===== src/rtl/irq_pkg.sv =====
package irq_pkg;
   typedef enum logic [2:0] {
      K_NONE,
      K_SWI,
      K_ILL,
      K_NMI,
      K_LVL
   } sel_kind_e;
endpackage


===== src/rtl/irq_src_map.sv =====
module irq_src_map #(
   parameter int NUM_SRC       = 15,
   parameter int NUM_VEC       = 32,
   parameter int SHARED_SRCS   = 4,
   parameter int SHARED_VEC    = 10,
   parameter int FIRST_OWN_VEC = 11
) (
   input  logic [NUM_SRC-1:0] flag_i,
   input  logic [NUM_SRC-1:0] enable_i,
   output logic [NUM_VEC-1:0] vec_pend_o
);
   logic [NUM_SRC-1:0][NUM_VEC-1:0] hit;

   for (genvar k = 0; k < NUM_SRC; k++) begin : g_src
      localparam int VK = (k < SHARED_SRCS) ? SHARED_VEC : FIRST_OWN_VEC + k - SHARED_SRCS;
      assign hit[k] = (flag_i[k] & enable_i[k]) ? (NUM_VEC'(1) << VK) : '0;
   end

   always_comb begin
      vec_pend_o = '0;
      for (int k = 0; k < NUM_SRC; k++) vec_pend_o = vec_pend_o | hit[k];
   end
endmodule


===== src/rtl/irq_order_arb.sv =====
module irq_order_arb
   import irq_pkg::*;
#(
   parameter int NUM_VEC = 32,
   parameter int VEC_W   = 5,
   parameter int SWI_VEC = 27,
   parameter int ILL_VEC = 28,
   parameter int NMI_VEC = 26
) (
   input  logic               clk,
   input  logic               rst_n,
   input  logic               ord_we_i,
   input  logic [VEC_W-1:0]   ord_idx_i,
   input  logic [VEC_W-1:0]   ord_vec_i,
   input  logic               swi_p_i,
   input  logic               ill_p_i,
   input  logic               nmi_p_i,
   input  logic               imask_i,
   input  logic               xmask_i,
   input  logic               blocked_i,
   input  logic [NUM_VEC-1:0] lvl_pend_i,
   output logic               sel_vld_o,
   output logic [VEC_W-1:0]   sel_vec_o
);
   localparam int VSPACE = 1 << VEC_W;

   logic [VEC_W-1:0]  ord_q [NUM_VEC];
   logic [VSPACE-1:0] lvl_ext;
   logic              lvl_found;
   logic [VEC_W-1:0]  lvl_vec;
   sel_kind_e         kind;

   assign lvl_ext = VSPACE'(lvl_pend_i);

   always_ff @(posedge clk or negedge rst_n) begin
      if (!rst_n) begin
         for (int i = 0; i < NUM_VEC; i++) ord_q[i] <= VEC_W'(i);
      end else if (ord_we_i && (int'(ord_idx_i) < NUM_VEC)) begin
         ord_q[ord_idx_i] <= ord_vec_i;
      end
   end

   always_comb begin
      lvl_found = 1'b0;
      lvl_vec   = '0;
      for (int i = 0; i < NUM_VEC; i++) begin
         if (!lvl_found && lvl_ext[ord_q[i]]) begin
            lvl_found = 1'b1;
            lvl_vec   = ord_q[i];
         end
      end
   end

   always_comb begin
      kind = K_NONE;
      if (blocked_i)      kind = K_NONE;
      else if (swi_p_i)   kind = K_SWI;
      else if (ill_p_i)   kind = K_ILL;
      else if (nmi_p_i)   kind = xmask_i ? K_NONE : K_NMI;
      else if (!imask_i && lvl_found) kind = K_LVL;
   end

   always_comb begin
      sel_vld_o = (kind != K_NONE);
      case (kind)
         K_SWI:   sel_vec_o = VEC_W'(SWI_VEC);
         K_ILL:   sel_vec_o = VEC_W'(ILL_VEC);
         K_NMI:   sel_vec_o = VEC_W'(NMI_VEC);
         K_LVL:   sel_vec_o = lvl_vec;
         default: sel_vec_o = '0;
      endcase
   end

   // a pending software trap wins whenever the window is closed
   assert_swi_first_R3: assert property (@(posedge clk) disable iff (!rst_n)
      (swi_p_i && !blocked_i) |-> (sel_vld_o && sel_vec_o == VEC_W'(SWI_VEC)));
   // masked non-maskable request blocks all lower tiers
   assert_nmi_block_R4: assert property (@(posedge clk) disable iff (!rst_n)
      (nmi_p_i && xmask_i && !swi_p_i && !ill_p_i) |-> !sel_vld_o);
   // I mask hides level vectors
   assert_imask_R5: assert property (@(posedge clk) disable iff (!rst_n)
      (imask_i && !swi_p_i && !ill_p_i && !nmi_p_i) |-> !sel_vld_o);
endmodule


===== src/rtl/irq_sat_cnt.sv =====
module irq_sat_cnt #(
   parameter int W    = 32,
   parameter int EV_W = 3
) (
   input  logic            clk,
   input  logic            rst_n,
   input  logic [EV_W-1:0] inc_i,
   output logic [W-1:0]    cnt_o
);
   logic [W:0] sum;

   assign sum = {1'b0, cnt_o} + (W+1)'(inc_i);

   always_ff @(posedge clk or negedge rst_n) begin
      if (!rst_n)      cnt_o <= '0;
      else if (sum[W]) cnt_o <= '1;
      else             cnt_o <= sum[W-1:0];
   end

   // stays at the top once there
   assert_cnt_sat_R11: assert property (@(posedge clk) disable iff (!rst_n)
      (cnt_o == '1) |=> (cnt_o == '1));
   // every event below the top moves the count up
   assert_cnt_up_R11: assert property (@(posedge clk) disable iff (!rst_n)
      (inc_i != '0 && cnt_o != '1) |=> (cnt_o > $past(cnt_o)));
endmodule


===== src/rtl/irq_vec_ctrl.sv =====
module irq_vec_ctrl #(
   parameter int          NUM_SRC       = 15,
   parameter int          VEC_W         = 5,
   parameter int          NUM_VEC       = 32,
   parameter int          SHARED_SRCS   = 4,
   parameter int          SHARED_VEC    = 10,
   parameter int          FIRST_OWN_VEC = 11,
   parameter int          NMI_VEC       = 26,
   parameter int          SWI_VEC       = 27,
   parameter int          ILL_VEC       = 28,
   parameter int          ADDR_W        = 16,
   parameter logic [15:0] VEC_BASE      = 16'hFFC0,
   parameter int          ENTRY_CYC     = 14,
   parameter int          CNT_W         = 32
) (
   input  logic               clk,
   input  logic               rst_n,
   input  logic [NUM_SRC-1:0] flag_i,
   input  logic [NUM_SRC-1:0] enable_i,
   input  logic               swi_req_i,
   input  logic               ill_req_i,
   input  logic               nmi_req_i,
   input  logic               imask_i,
   input  logic               xmask_i,
   input  logic               accept_i,
   input  logic               ord_we_i,
   input  logic [VEC_W-1:0]   ord_idx_i,
   input  logic [VEC_W-1:0]   ord_vec_i,
   output logic               irq_vld_o,
   output logic [VEC_W-1:0]   irq_vec_o,
   output logic [ADDR_W-1:0]  irq_addr_o,
   output logic               set_imask_o,
   output logic               set_xmask_o,
   output logic [CNT_W-1:0]   raised_cnt_o
);
   localparam int BW   = $clog2(ENTRY_CYC + 1);
   localparam int EV_W = 3;

   if (NUM_VEC > (1 << VEC_W)) begin : g_bad_vec_w
      $error("NUM_VEC does not fit in VEC_W bits");
   end
   if (FIRST_OWN_VEC + NUM_SRC - SHARED_SRCS > NUM_VEC) begin : g_bad_map
      $error("source map runs past NUM_VEC");
   end
   if (SWI_VEC >= NUM_VEC || ILL_VEC >= NUM_VEC || NMI_VEC >= NUM_VEC) begin : g_bad_trap
      $error("trap vector outside vector space");
   end
   if (ENTRY_CYC < 1) begin : g_bad_entry
      $error("ENTRY_CYC must be at least 1");
   end
   if (CNT_W < EV_W) begin : g_bad_cnt
      $error("CNT_W too narrow");
   end

   logic [NUM_VEC-1:0] lvl_pend;
   logic               swi_p, ill_p, nmi_p;
   logic [BW-1:0]      busy_q;
   logic               sel_vld;
   logic [VEC_W-1:0]   sel_vec;
   logic               taken;
   logic [EV_W-1:0]    events;

   assign taken = accept_i & irq_vld_o;

   irq_src_map #(
      .NUM_SRC(NUM_SRC), .NUM_VEC(NUM_VEC), .SHARED_SRCS(SHARED_SRCS),
      .SHARED_VEC(SHARED_VEC), .FIRST_OWN_VEC(FIRST_OWN_VEC)
   ) u_map (
      .flag_i(flag_i), .enable_i(enable_i), .vec_pend_o(lvl_pend)
   );

   irq_order_arb #(
      .NUM_VEC(NUM_VEC), .VEC_W(VEC_W), .SWI_VEC(SWI_VEC),
      .ILL_VEC(ILL_VEC), .NMI_VEC(NMI_VEC)
   ) u_arb (
      .clk(clk), .rst_n(rst_n), .ord_we_i(ord_we_i), .ord_idx_i(ord_idx_i),
      .ord_vec_i(ord_vec_i), .swi_p_i(swi_p), .ill_p_i(ill_p), .nmi_p_i(nmi_p),
      .imask_i(imask_i), .xmask_i(xmask_i), .blocked_i(busy_q != '0),
      .lvl_pend_i(lvl_pend), .sel_vld_o(sel_vld), .sel_vec_o(sel_vec)
   );

   always_ff @(posedge clk or negedge rst_n) begin
      if (!rst_n) begin
         swi_p <= 1'b0;
         ill_p <= 1'b0;
         nmi_p <= 1'b0;
      end else begin
         swi_p <= swi_req_i | (swi_p & ~(taken && irq_vec_o == VEC_W'(SWI_VEC)));
         ill_p <= ill_req_i | (ill_p & ~(taken && irq_vec_o == VEC_W'(ILL_VEC)));
         nmi_p <= nmi_req_i | (nmi_p & ~(taken && irq_vec_o == VEC_W'(NMI_VEC)));
      end
   end

   always_ff @(posedge clk or negedge rst_n) begin
      if (!rst_n) begin
         busy_q    <= '0;
         irq_vld_o <= 1'b0;
         irq_vec_o <= '0;
      end else if (taken) begin
         busy_q    <= BW'(ENTRY_CYC - 1);
         irq_vld_o <= 1'b0;
      end else begin
         if (busy_q != '0) busy_q <= busy_q - 1'b1;
         irq_vld_o <= sel_vld;
         if (sel_vld) irq_vec_o <= sel_vec;
      end
   end

   assign irq_addr_o  = ADDR_W'(VEC_BASE) + (ADDR_W'(irq_vec_o) << 1);
   assign set_xmask_o = taken & (irq_vec_o == VEC_W'(NMI_VEC));
   assign set_imask_o = taken & (irq_vec_o != VEC_W'(NMI_VEC));

   assign events = EV_W'(taken) + EV_W'(swi_req_i) + EV_W'(ill_req_i) + EV_W'(nmi_req_i);

   irq_sat_cnt #(.W(CNT_W), .EV_W(EV_W)) u_cnt (
      .clk(clk), .rst_n(rst_n), .inc_i(events), .cnt_o(raised_cnt_o)
   );

   // acceptance closes the offer for the entry window
   assert_accept_close_R10: assert property (@(posedge clk) disable iff (!rst_n)
      taken |=> !irq_vld_o);
   assert_window_R10: assert property (@(posedge clk) disable iff (!rst_n)
      (busy_q != '0) |=> !irq_vld_o);
   // never both mask requests
   assert_mask_req_R9: assert property (@(posedge clk) disable iff (!rst_n)
      $onehot0({set_imask_o, set_xmask_o}));
   // accepted software trap is forgotten
   assert_swi_clear_R3: assert property (@(posedge clk) disable iff (!rst_n)
      (taken && irq_vec_o == VEC_W'(SWI_VEC) && !swi_req_i) |=> !swi_p);
   // no offer keeps the vector output
   assert_vec_hold_R12: assert property (@(posedge clk) disable iff (!rst_n)
      !sel_vld |=> $stable(irq_vec_o));
endmodule


===== config.mk =====
export PLATFORM = sky130hd
export DESIGN_NAME = irq_vec_ctrl
export DESIGN_NICKNAME = d
export VERILOG_FILES = /design/src/rtl/irq_pkg.sv /design/src/rtl/irq_src_map.sv /design/src/rtl/irq_order_arb.sv /design/src/rtl/irq_sat_cnt.sv /design/src/rtl/irq_vec_ctrl.sv
export SDC_FILE = /design/constraint.sdc
export NUM_CORES = 1
export LEC_CHECK = 0
export BUFFER_PORTS_ARGS = -buffer_cell sky130_fd_sc_hd__buf_2
export CAP_MARGIN = 20
export CORE_MARGIN = 3
export CORE_UTILIZATION = 41
export DETAILED_ROUTE_END_ITERATION = 6
export PLACE_DENSITY = 0.54
export SYNTH_ARGS = -nofsm -noshare
export SYNTH_HDL_FRONTEND = slang
export SYNTH_SLANG_ARGS = --single-unit

===== constraint.sdc =====
create_clock -name clk -period 4.2 [get_ports clk]
set_input_delay 0.63 -clock clk [delete_from_list [all_inputs] [get_ports clk]]
set_output_delay 0.63 -clock clk [all_outputs]
set_load 0.02 [all_outputs]

# [After elaboration in Yosys (flattened, before gate mapping)]
# Index checks and enable logic that the tools add are counted.
[totals] latchBits=0 rom_bits=0 mem_count=0 out_inout_bits=56 mem_bits_rw=0 register_bits=205 inputBits=49 word_cells=359
[classes] add_sub_neg=6 n_reduce_logical=72 mul=0 order_cmp=34 eq_ne=8 n_mux=157 n_div=0 shifts=0 bitwise=43
[ops] operator="$or 32x32->32" n=14
[ops] operator="$lt 5x6->1 const B" n=32
[ops] operator="$mux 5" n=33
[ops] operator="$bmux 1 s5" n=32
[ops] operator="$bwmux 160" n=1
[ops] operator="$mux 1" n=65
[ops] operator="$mux 11" n=4
[ops] operator="$logic_and 1x1->1" n=36
[ops] operator="$add 32x3->33" n=1
[ops] operator="$logic_not 1->1" n=32
[ops] operator="$mux 32" n=1
[ops] operator="$demux 5 s5" n=1
[ops] operator="$mux 22" n=1
[ops] operator="$and 1x1->1" n=21
[ops] operator="$mux 21" n=1
[ops] operator="$mux 20" n=1
[ops] operator="$pmux 5 s4" n=1
[ops] operator="$mux 19" n=1
[ops] operator="$mux 18" n=1
[ops] operator="$mux 17" n=1
[ops] operator="$mux 16" n=1
[ops] operator="$eq 5x5->1 const B" n=3
[ops] operator="$mux 15" n=1
[ops] operator="$mux 3" n=5
[ops] operator="23 further kinds" n=30

# [Longest topological paths before layout]
# Gate-level depths: netlist of run 1.
[depth] depth_word=120 mapped_depth=16 depth_no_buf=14

# [By module]
# From an unflattened synthesis of run 1, not the netlist that was laid out.
[unflattened] hier_cells=2066 area_unflattened_um2=21087.7
[modules_own_cells] mod="irq_order_arb" cells_per_inst=1782 area_each_um2=18282.5 instances=1 seq_area_each_um2=4103.9
[modules_own_cells] mod="irq_sat_cnt" cells_per_inst=173 area_each_um2=1747.9 instances=1 seq_area_each_um2=800.8
[modules_own_cells] mod="irq_vec_ctrl" cells_per_inst=76 area_each_um2=815.8 instances=1 seq_area_each_um2=325.3
[modules_own_cells] mod="irq_src_map" cells_per_inst=35 area_each_um2=241.5 instances=1 seq_area_each_um2=0.0

# [Worst setup path after synthesis of run 1]
# Ideal clock, no wire load.
[synth_path] path_type="input to register" start="in enable_i[8]" end="reg irq_vec_o[4]" t_arrival_ns=3.589 setup_slack_ns=0.470 stages=15 required_ns=4.059 path_cell_list="buf_2 -> and2_1 -> buf_6 -> mux4_2 -> a32o_2 -> nor4_4 -> and4b_1 -> buf_4 -> nand4_4 -> nor2_1 -> buf_2 -> nand4_1 -> a2111o_1 -> nand3_1 -> a31oi_1"
[synth_via] elab_chain_cells=113 elab_cells_between_ends=212 cone_classes="4 x eq/ne; 135 x mux; 8 x bitwise; 65 x reduce/logical"
[synth_rtl] element="start, declared" line="irq_vec_ctrl.sv:19" rtl="input logic [NUM_SRC-1:0] enable_i,"
[synth_rtl] element="$and 1x1->1 *" line="irq_src_map.sv:16" rtl="assign hit[k] = (flag_i[k] & enable_i[k]) ? (NUM_VEC'(1) << VK) : '0;"
[synth_rtl] element="$mux 16 *" line="irq_src_map.sv:16"
[synth_rtl] element="$or 32x32->32 * (7 in a row)" line="irq_src_map.sv:21" rtl="for (int k = 0; k < NUM_SRC; k++) vec_pend_o = vec_pend_o | hit[k];"
[synth_rtl] element="$bmux 1 s5" line="irq_order_arb.sv:47" rtl="if (!lvl_found && lvl_ext[ord_q[i]]) begin"
[synth_rtl] element="$mux 1 (implied by the code)" line="irq_order_arb.sv:47"
[synth_rtl] element="$mux 1" line="irq_order_arb.sv:47"
[synth_rtl] element="$logic_not 1->1" line="irq_order_arb.sv:47"
[synth_rtl] element="$logic_and 1x1->1" line="irq_order_arb.sv:47"
[synth_rtl] element="[91 not listed]"
[synth_rtl] element="$logic_and 1x1->1" line="irq_order_arb.sv:60" rtl="else if (!imask_i && lvl_found) kind = K_LVL;"
[synth_rtl] element="$mux 3" line="irq_order_arb.sv:60"
[synth_rtl] element="$mux 3" line="irq_order_arb.sv:59" rtl="else if (nmi_p_i) kind = xmask_i ? K_NONE : K_NMI;"
[synth_rtl] element="$mux 3" line="irq_order_arb.sv:58" rtl="else if (ill_p_i) kind = K_ILL;"
[synth_rtl] element="$mux 3" line="irq_order_arb.sv:57" rtl="else if (swi_p_i) kind = K_SWI;"
[synth_rtl] element="$mux 3" line="irq_order_arb.sv:56" rtl="if (blocked_i) kind = K_NONE;"
[synth_rtl] element="$eq 3x3->1, or another cell as far along" line="irq_order_arb.sv:65" rtl="case (kind)"
[synth_rtl] element="$pmux 5 s4 or $reduce_and 2->1 (tied branches)"
[synth_rtl] element="end signal, assigned" line="irq_vec_ctrl.sv:105" rtl="if (sel_vld) irq_vec_o <= sel_vec;"
[synth_rtl] element="end, declared" line="irq_vec_ctrl.sv:30" rtl="output logic [VEC_W-1:0] irq_vec_o,"
# Every way passes the cells marked *; elsewhere a longest branch is shown, timed or not. The select of a mux whose other input is x is not followed.
# A chain may end at the register's enable or synchronous reset.

# [Worst setup path after layout of run 1]
[layout_path] start="reg u_arb.ord_q[115] (netlist name)" end="reg irq_vec_o[2]"
[layout_via] elab_chain_cells=81 elab_cells_between_ends=110 cone_classes="4 x eq/ne; 56 x mux; 50 x reduce/logical"
[layout_rtl] element="start, declared" line="irq_order_arb.sv:27" rtl="logic [VEC_W-1:0] ord_q [NUM_VEC];"
[layout_rtl] element="start signal, assigned by index" line="irq_order_arb.sv:39" rtl="ord_q[ord_idx_i] <= ord_vec_i;"
[layout_rtl] element="$bmux 1 s5 *" line="irq_order_arb.sv:47"
[layout_rtl] element="$mux 1 (implied by the code) *" line="irq_order_arb.sv:47"
[layout_rtl] element="$logic_and 1x1->1 *" line="irq_order_arb.sv:47"
[layout_rtl] element="$mux 1" line="irq_order_arb.sv:47"
[layout_rtl] element="$logic_not 1->1" line="irq_order_arb.sv:47"
[layout_rtl] element="$logic_and 1x1->1" line="irq_order_arb.sv:47"
[layout_rtl] element="$mux 1" line="irq_order_arb.sv:47"
[layout_rtl] element="$logic_not 1->1" line="irq_order_arb.sv:47"
[layout_rtl] element="[65 not listed]"
[layout_rtl] element="$logic_and 1x1->1" line="irq_order_arb.sv:60"
[layout_rtl] element="$mux 3" line="irq_order_arb.sv:60"
[layout_rtl] element="$mux 3" line="irq_order_arb.sv:59"
[layout_rtl] element="$mux 3" line="irq_order_arb.sv:58"
[layout_rtl] element="$mux 3" line="irq_order_arb.sv:57"
[layout_rtl] element="$mux 3" line="irq_order_arb.sv:56"
[layout_rtl] element="$eq 3x3->1, or another cell as far along" line="irq_order_arb.sv:65"
[layout_rtl] element="$pmux 5 s4 or $reduce_and 2->1 (tied branches)"
# Marked as above.

==> out/qor.yml, run 1 <==
status: "finished, final reports clean"
area_growth_syn_to_layout_pct: 15.7
setup_tns_ns: 0
wirelength_microns: 56900
cts.clk_slew.worst_paths_ns: 0.06
peakVddDrop_v: 0.000401
min_period_ns: 4.01
worstMarginPinSlew_ns: 1.00
numCtsBuffers: 26
start_util_pct: 42.0
clkPwrFrac_pct: 26.5
drive_above_1_share_pct: 27.6
hold_path.class: "in2async"
final_max_slew_viol_count: 0
crit_type: "reg2reg"
p_leak_nw: 7.13
internal-power_mw: 5.36
dpl.hpwl_microns: 39600
gp_congestion: 0.941
viasPerCell: 6.31
yosys_warnings: 0
wl_per_cell_microns: 24.7
clk_latency_ns: 0.58
cp_num_buf_inv: 2
slowest_delay_ns: 0.56
final-hold-violation-count: 0
p_sw_mw: 3.42
fin_nets: 1877
switching_share_pct: 39.0
crit_arrival_ns: 4.45
coreArea_sq_mm: 0.0359
ys_ff_latch: 205
max-slew-margin-rel_pct: 33.2
htreeDepth: 1
io_buffers: 93
crit_slowest_cell: "a2111oi_0"
ys.flop_type: "dfrtp_1"
dr.pass1.iters: 6
avgSynthCellArea_sq_um: 8.83
fin_ws_ns: 0.189
cap_violations: 0
cts.sinks: 205
worstSetupStartpointType: "flop"
cp_top_family: "compound AO/OA/AOI/OAI gates"
grt_pass1_vias: 13900
pwr-share-seq_pct: 36.0
synthCells: 1710
ant_nets: 0
die_h_microns: 198
synth_seq_area_share_pct: 34.7
row_count: 69
cp.required_ns: 4.64
cts_tree: "yes"
num_vias: 14500
pin_count: 105
ys_types: 92
synth_edf_count: 0
first_iter_violations: 1262
crit_chain: "nand4b_1, a311oi_1, o311ai_0, a211oi_2, buf_4, nor2_1, a22oi_1, a211oi_1, nor4_1, o21ai_0, a2111oi_0, buf_4, o31ai_1"
clk_path_buf_depth: 3
crit_path_max_fanout: 15
postCtsSetupBuffers: 0
syn-cell-area_sq_mm: 0.0151
p_per_area_mw_per_mm2: 503
antenna_found_initial: 0
insertedDiodeCount: 0
grt-ovfl-total: 0
synthArstFlopShare_pct: 100
multi_input_area_sq_mm: 0.00894
die_w_microns: 198
grt.total_usage_pct: 28.4
fillCellCount: 3452
cts-root-buf: "clkbuf_16"
fmax_mhz: 249
finalClockSkew_ns: 0.0240
cp_common_cell: "buf_4"
combPwrFrac_pct: 37.5
die-area_sq_mm: 0.0392
fin_crit_sh_pct: 95.5
holdBufCountCts: 0
setup_viol: 0
pre_cts_ws_ns: -0.0750
end_kind: "flop"
grt_pass1_wl_microns: 85800
grt_max_degree: 89
rsz0062_at_grt: "false"
regArea_sq_mm: 0.00523
drc: 0
-- placed cells by master (no fill, tap or decap), drive strengths merged, types with 19 or more instances in the layout --
master / Yosys / routed
inv: 79 / 82
clkbuf: 84 / 38
nand2: 156 / 156
buf: 57 / 215
nand4: 23 / 23
and2: 20 / 20
a21oi: 70 / 70
a31oi: 32 / 32
a311oi: 21 / 21
mux2: 137 / 137
nand3: 75 / 75
mux2i: 23 / 23
nand2b: 23 / 23
nand3b: 34 / 34
o211ai: 22 / 22
nor3: 24 / 24
a211oi: 44 / 44
nor2b: 31 / 31
a2111oi: 26 / 26
nor2: 140 / 140
o21ai: 71 / 71
o2111ai: 19 / 19
dfstp: 80 / 80
dfrtp: 125 / 125
-- metal layers --
layer,routed length [microns],up-vias,global-route usage [%]
met5,0,-,0
li1,-,6640,-
met3,3880,115,4.22
met1,24400,7172,38.5
met4,2050,0,9.62
met2,26600,595,46.8
-- power groups by stage --
stage	registers [mW]	logic [mW]	clock network (mW)
floorplan	2.85	2.28	0
global placement	3.15	3.21	0
detailed placement	3.16	3.24	0
CTS	3.13	3.26	2.39
global route	3.23	3.57	2.47
finish	3.16	3.29	2.33
-- path summary, 6_finish.rpt --
check                                 start          endpoint  slack, ns  cells past startpoint
max                        u_arb.ord_q[115]      irq_vec_o[2]       0.19                     13
min                                   rst_n  u_arb.ord_q[156]       0.15                      1
max reg2reg                u_arb.ord_q[115]      irq_vec_o[2]       0.19                     13
min reg2reg                u_arb.ord_q[138]  u_arb.ord_q[138]       0.52                      1
max in group asynchronous             rst_n   u_arb.ord_q[87]       3.16                      2
min in group clk                  swi_req_i             swi_p       0.29                      2
-- timing repair --
action	CTS	global route
gates resized for setup	0	1
hold endpoints to repair	0	0
setup endpoints to repair	0	1
-- metrics by stage --
step	hold slack, ns	util, %	cell area (sq um)	total power, mW	std cells
after floorplan	0.334	-	15100	5.13	1719
after global placement	0.491	46.1	16600	6.36	2255
after detailed placement	0.494	46.1	16600	6.40	2255
after CTS	0.143	48.6	17500	8.78	2303
after global routing	0.179	48.6	17500	9.27	2303
final	0.153	48.6	17500	8.78	2303
-- layout make-up --
type,count,area share (%)
Multi-Input combinational cell,1294,51.2
Sequential cell,205,29.9
Timing Repair Buffer,216,8.72
Clock buffer,37,4.13
Tap cell,461,3.30
Inverter,79,1.70
Clock inverter,11,0.996
-- registers in the layout, summed over array words and instances (netlist names) --
signal / flops
irq_vld_o: 1
ill_p: 1
u_cnt.cnt_o: 32
swi_p: 1
u_arb.ord_q: 160
irq_vec_o: 5
nmi_p: 1
busy_q: 4
-- cell families (layout without fill, tap and decap cells) --
| group | Yosys count | count (layout) | share of synthesized area, % |
|---|---|---|---|
| compound gates | 472 | 472 | 22.8 |
| xor+xnor | 30 | 30 | 1.74 |
| fa+ha+maj | 6 | 6 | 0.647 |
| buf+inv | 220 | 343 | 6.42 |
| flops | 205 | 205 | 34.7 |
| mux | 164 | 164 | 12.3 |
| other cells | 2 | 11 | 0.0498 |
| simple gates | 611 | 611 | 21.3 |
-- synth_stat cells, drive strengths merged (15+ instances only) --
cell type  instances  area (sq um)
nand2            156           588
nor2             140           533
mux2             137          1540
dfrtp            125          3130
clkbuf            84           319
dfstp             80          2100
inv               79           297
nand3             75           375
o21ai             71           355
a21oi             70           350
buf               57           354
a211oi            44           355
nand3b            34           255
a31oi             32           200
nor2b             31           194
a2111oi           26           228
nor3              24           136
mux2i             23           230
nand2b            23           144
nand4             23           159
o211ai            22           165
a311oi            21           184
and2              20           125
o2111ai           19           166
nand4b            16           140
xnor2             16           140
o311ai            15           131
No activity file was read; power rests on OpenSTA's default activity.
==> run 2, diff against run 1 <==
==> constraint.sdc (replaced) <==
create_clock -name clk -period 5.1 [get_ports clk]
set_input_delay 0.765 -clock clk [delete_from_list [all_inputs] [get_ports clk]]
set_output_delay 0.765 -clock clk [all_outputs]
set_load 0.02 [all_outputs]
==> out/qor.yml, run 2 (synthesis gave the netlist of run 1 again) <==
ant_nets: 0
crit_chain: "buf_2, nand2_1, buf_4, o2111ai_1, o2111ai_1, o21ai_0, nor4_2, nand3_1, nor2_4, nor3b_4, nand2b_1, and3b_1, a211oi_2"
regArea_sq_mm: 0.00523
clk_path_buf_depth: 3
final_max_slew_viol_count: 0
use_met1_pct: 37.4
top_register: "u_arb.ord_q"
fin_nets: 1804
first_iter_violations: 1604
multi_input_area_sq_mm: 0.00894
setup_viol: 0
io_buffers: 93
htreeDepth: 1
die_w_microns: 198
numCtsBuffers: 25
cp_top_family: "simple AND/OR/NAND/NOR gates"
drive_above_1_share_pct: 24.8
fillCellCount: 3487
crit_type: "in2reg"
final_cell_mix: "nand2_1, nor2_1, mux2_2, dfrtp_1, buf_2"
end_kind: "flop"
clk_latency_ns: 0.58
hold_path.class: "in2async"
largest_reg_flops: 160
drc: 0
gp_congestion: 0.990
p_per_area_mw_per_mm2: 413
p_leak_nw: 6.72
crit_slowest_cell: "nor4_2"
placed_cell_area_sq_mm: 0.0159
viasPerCell: 6.44
cts_tree: "yes"
cts-root-buf: "clkbuf_16"
final_common_cell: "nand2_1"
pre_cts_ws_ns: 0.363
num_vias: 14400
finalClockSkew_ns: 0.0300
grt_pass1_wl_microns: 84300
cp_num_buf_inv: 2
cp_common_cell: "o2111ai_1"
row_count: 69
fmax_mhz: 233
setup_tns_ns: 0
slowest_delay_ns: 0.75
postCtsSetupBuffers: 0
dpl.hpwl_microns: 38300
dr.pass1.iters: 6
finish.instance_area_sq_mm: 0.0168
antenna_found_initial: 0
final-hold-violation-count: 0
die-area_sq_mm: 0.0392
grt_pass1_vias: 13700
die_h_microns: 198
cp.required_ns: 5.58
min_period_ns: 4.29
grt.total_usage_pct: 27.6
cts.clk_slew.worst_paths_ns: 0.06
wl_per_cell_microns: 24.8
coreArea_sq_mm: 0.0359
wirelength_microns: 55400
status: "finished, final reports clean"
peakVddDrop_v: 0.000270
crit_path_max_fanout: 13
worstSetupStartpointType: "input port"
cap_violations: 0
met3_usage_pct: 4.36
grt_max_degree: 86
reg_top3: "u_arb.ord_q (160), u_cnt.cnt_o (32), irq_vec_o (5)"
start_util_pct: 42.0
holdBufCountCts: 0
fin_crit_sh_pct: 84.1
max-slew-margin-rel_pct: 35.6
crit_arrival_ns: 4.76
area_growth_syn_to_layout_pct: 11.2
pin_count: 105
rsz0062_at_grt: "false"
worstMarginPinSlew_ns: 0.966
fin_ws_ns: 0.813
grtUsageMet2_pct: 43.5
worst_hold_slack_ns: 0.213
grt-ovfl-total: 0
grt_busiest_layer: "met2"
cts.sinks: 205
cts_resized: 0
-- run 2: cell types whose count changed in the layout (fill, tap and decap cells not counted), sizes merged --
cell      previous run  this run
clkbuf              38        35
inv                 82        81
clkinvlp             2         3
diode                0         1
buf                215       143
bufinv               3         2
clkinv               3         5
-- run 2: through the flow --
stage               total power, mW  util, %  std cells
finish                         6.93     46.7       2230
global route                   7.32     46.7       2229
CTS                            6.93     46.7       2229
detailed placement             5.02     44.3       2183
global placement               4.99     44.3       2183
floorplan                      4.22        -       1719
-- run 2: area by class of cell --
class	instances	share of cell area (%)
clock inverter	12	0.813
sequential	205	31.2
tap	461	3.44
antenna	1	0.0149
multi-input combinational	1294	53.3
inverter	79	1.77
timing repair buffer	144	5.26
clock buffer	34	4.29
-- run 2: where the power goes --
group	internal, mW	switching (mW)
Combinational	1.03	1.43
Clock	1.10	0.761
Sequential	2.05	0.569
-- run 2: final timing paths --
path | startpoint | end | slack [ns] | cells after the start
max in group asynchronous | rst_n | u_arb.ord_q[99] | 3.80 | 2
min | rst_n | u_arb.ord_q[63] | 0.21 | 1
min in group clk | nmi_req_i | nmi_p | 0.43 | 2
min reg2reg | u_arb.ord_q[143] | u_arb.ord_q[143] | 0.52 | 1
max | flag_i[7] | irq_vec_o[3] | 0.81 | 13
max reg2reg | u_arb.ord_q[90] | irq_vec_o[2] | 1.03 | 11
-- run 2: worst reg2reg max path, cell delays in order, from the launching register on --
cell and delay (ns):
dfstp_2 0.67, and4b_1 0.23, a311o_1 0.30, and4_1 0.19
o211ai_1 0.36, nor4b_2 0.50, nand4_4 0.37, nor3_1 0.63
a22oi_1 0.21, nand3_1 0.15, a2111oi_0 0.09, o31ai_1 0.28
-- run 2: routing by layer --
metal  part of all wire, %  wire length, microns
met4                   4.8                  2670
met1                    42                 23400
met5                     0                     0
met2                    45                 25200
met3                   7.5                  4150
==> run 3, diff against run 2 <==
--- a/config.mk
+++ b/config.mk
@@ -5,6 +5,7 @@
 export SDC_FILE = /design/constraint.sdc
 export NUM_CORES = 1
 export LEC_CHECK = 0
+export ABC_AREA = 1
 export BUFFER_PORTS_ARGS = -buffer_cell sky130_fd_sc_hd__buf_2
 export CAP_MARGIN = 20
 export CORE_MARGIN = 3
==> constraint.sdc (replaced) <==
create_clock -name clk -period 4.01 [get_ports clk]
set_input_delay 0.6015 -clock clk [delete_from_list [all_inputs] [get_ports clk]]
set_output_delay 0.6015 -clock clk [all_outputs]
set_load 0.02 [all_outputs]
==> out/qor.yml, run 3 <==
largest_reg_flops: 160
ff2ff_setup_slack_ns: 0.04
synth_edf_count: 0
p_per_area_mw_per_mm2: 507
synth_seq_area_share_pct: 36.3
r2r_start: "u_arb.ord_q[150]"
ys_ff_latch: 205
worstSetupStartpointType: "flop"
area_growth_syn_to_layout_pct: 21.9
coreArea_sq_mm: 0.0340
max-slew-margin-rel_pct: 26.9
syn-cell-area_sq_mm: 0.0144
use_met1_pct: 36.9
pin_count: 105
htreeDepth: 1
end_kind: "flop"
die_h_microns: 193
fin_nets: 2400
rsz0062_at_grt: "true"
min_period_ns: 3.97
finalClockSkew_ns: 0.00917
io_buffers: 93
synthArstFlopShare_pct: 100
num_vias: 15300
drive_above_1_share_pct: 21.4
synthCells: 2137
cts.clk_slew.worst_paths_ns: 0.06
first_iter_violations: 1214
slowest_delay_ns: 0.58
grt-ovfl-total: 0
peakVddDrop_v: 0.000327
crit_slowest_cell: "dfstp_2"
stdcell_count: 2813
final_common_cell: "nand2_1"
antenna_found_initial: 0
yosysMostFrequentCell: "nand2_1"
met3_usage_pct: 4.14
insertedDiodeCount: 0
grtUsageMet2_pct: 41.1
dp.cells: 2749
cts_tree: "yes"
fillCellCount: 3492
grt_busiest_layer: "met2"
viasPerCell: 5.44
yosysTopAreaCellShare_pct: 21.7
start_util_pct: 42.3
fin_crit_sh_pct: 99.0
grt_max_degree: 76
ys_types: 56
multi_input_area_sq_mm: 0.00814
status: "finished, final reports clean"
die-area_sq_mm: 0.0374
cts.sinks: 205
dpl.hpwl_microns: 36700
reg2regPathDepth: 29
reg_top3: "u_arb.ord_q (160), u_cnt.cnt_o (32), irq_vec_o (5)"
ant_nets: 0
clk_latency_ns: 0.55
avgSynthCellArea_sq_um: 6.73
wirelength_microns: 51100
numCtsBuffers: 26
ys.flop_type: "dfrtp_1"
drc: 0
top_register: "u_arb.ord_q"
crit_path_max_fanout: 10
gp_congestion: 0.962
fmax_mhz: 252
r2r_end: "irq_vec_o[0]"
clk_path_buf_depth: 3
worst_hold_slack_ns: 0.0529
cts-root-buf: "clkbuf_16"
wl_per_cell_microns: 18.1
grt.total_usage_pct: 26.3
hold_path.class: "in2async"
p_total_mw: 8.89
final_max_slew_viol_count: 0
dr.pass1.iters: 6
die_w_microns: 193
final_cell_mix: "nand2_1, o21ai_0, inv_1, buf_4, nor2_1"
regArea_sq_mm: 0.00523
cp.required_ns: 4.44
p_leak_nw: 8.08
grt_pass1_wl_microns: 79800
row_count: 67
worstMarginPinSlew_ns: 1.09
crit_type: "reg2reg"
final-hold-violation-count: 0
crit_arrival_ns: 4.40
cap_violations: 0
setup_viol: 0
yosysTopAreaCell: "dfrtp_1"
yosys_warnings: 0
synth.area.top_cells: "dfrtp_1, nand2_1, dfstp_2, o21ai_0, inv_1"
synth_common_cells: "nand2_1, o21ai_0, inv_1, nor2_1, nand3_1"
grt_pass1_vias: 14200
==> run 3: cell count changes after synthesis, moves of 24 or more <==
| cell | previous run | this run |
|---|---|---|
| a21oi_1 | 70 | 119 |
| nor2_1 | 139 | 169 |
| nand4_1 | 22 | 46 |
| o21ai_0 | 70 | 303 |
| nand2_1 | 155 | 581 |
| clkbuf_1 | 81 | 53 |
| inv_1 | 78 | 245 |
| mux2_2 | 137 | 0 |
| nand3b_1 | 34 | 2 |
| a2111oi_0 | 26 | 1 |
| a31oi_1 | 32 | 3 |
| nand3_1 | 75 | 146 |
| a211oi_1 | 39 | 15 |
| nor2b_1 | 31 | 0 |
==> run 3: repair_timing <==
item / in CTS / in global routing
setup buffers: 0 / 16
hold buffers: 0 / 0
gates cloned: 0 / 0
gates resized for setup: 5 / 90
pin swaps: 0 / 64
endpoints found under the hold margin: 0 / 0
endpoints found under the setup margin: 2 / 16
==> run 3: kinds of logic (layout without fill, tap and decap cells) <==
logic type                 Yosys count  count (layout)  share of synthesized area (%)
AOI/OAI and AO/OA                  539             539                           21.2
xor gates and xnor gates             7               7                          0.426
adders and majority gates            6               6                          0.678
buffers and inverters              343             562                           9.56
DFF                                205             205                           36.3
other                                2              11                         0.0522
and+or+nand+nor                   1035            1035                           31.8
==> run 3: worst max-delay path by stage <==
| stage | start | to | slack, ns | cells after the start |
|---|---|---|---|---|
| floorplan | accept_i | u_cnt.cnt_o[30] | -0.01 | 21 |
| finish | u_arb.ord_q[150] | irq_vec_o[0] | 0.04 | 29 |
| global route | u_arb.ord_q[150] | irq_vec_o[0] | -0.26 | 32 |
| detailed placement | flag_i[7] | irq_vec_o[2] | -0.56 | 35 |
| CTS | u_arb.ord_q[110] | irq_vec_o[2] | 0.004 | 28 |
| global placement | flag_i[7] | irq_vec_o[2] | -0.49 | 35 |
==> run 3: stage by stage <==
| stage | area, sq um | setup TNS (ns) | util (%) | worst slack [ns] |
|---|---|---|---|---|
| global route | 17500 | -1.66 | 51.5 | -0.260 |
| detailed placement | 16200 | -4.67 | 47.7 | -0.558 |
| finish | 17500 | 0 | 51.5 | 0.0397 |
| global placement | 16200 | -3.80 | 47.7 | -0.492 |
| CTS | 17100 | 0 | 50.3 | 0.00420 |
| floorplan | 14500 | -0.0137 | - | -0.0137 |
==> run 3: final cells by class <==
class                   instances  area share, %
flip-flops and latches        205           29.8
repair buffers                257           10.2
inverters                     257           5.54
clock buffers                  38           4.32
clock inverters                10          0.514
multi-input cells            1598           46.4
well taps                     448           3.20
==> run 3: worst max-delay path, delay by kind of cell, from the launching register on <==
kind / cells / cell delay [ns]
buffers and inverters: 1 / 0.06
flip-flops: 1 / 0.58
AND/OR/NAND/NOR: 28 / 3.20
==> run 3: where the power goes <==
part	total [mW]	switching (mW)	internal, mW
Clock	2.33	0.955	1.37
Sequential	3.10	0.510	2.59
Combinational	3.47	2.13	1.34
Total	8.89	3.59	5.30
==> run 3: layer usage <==
layer  routed length [microns]  up-vias
met1                     23400     7111
met2                     22100      528
met3                      3410      119
li1                          -     7531
met5                         0        -
met4                      2090        0
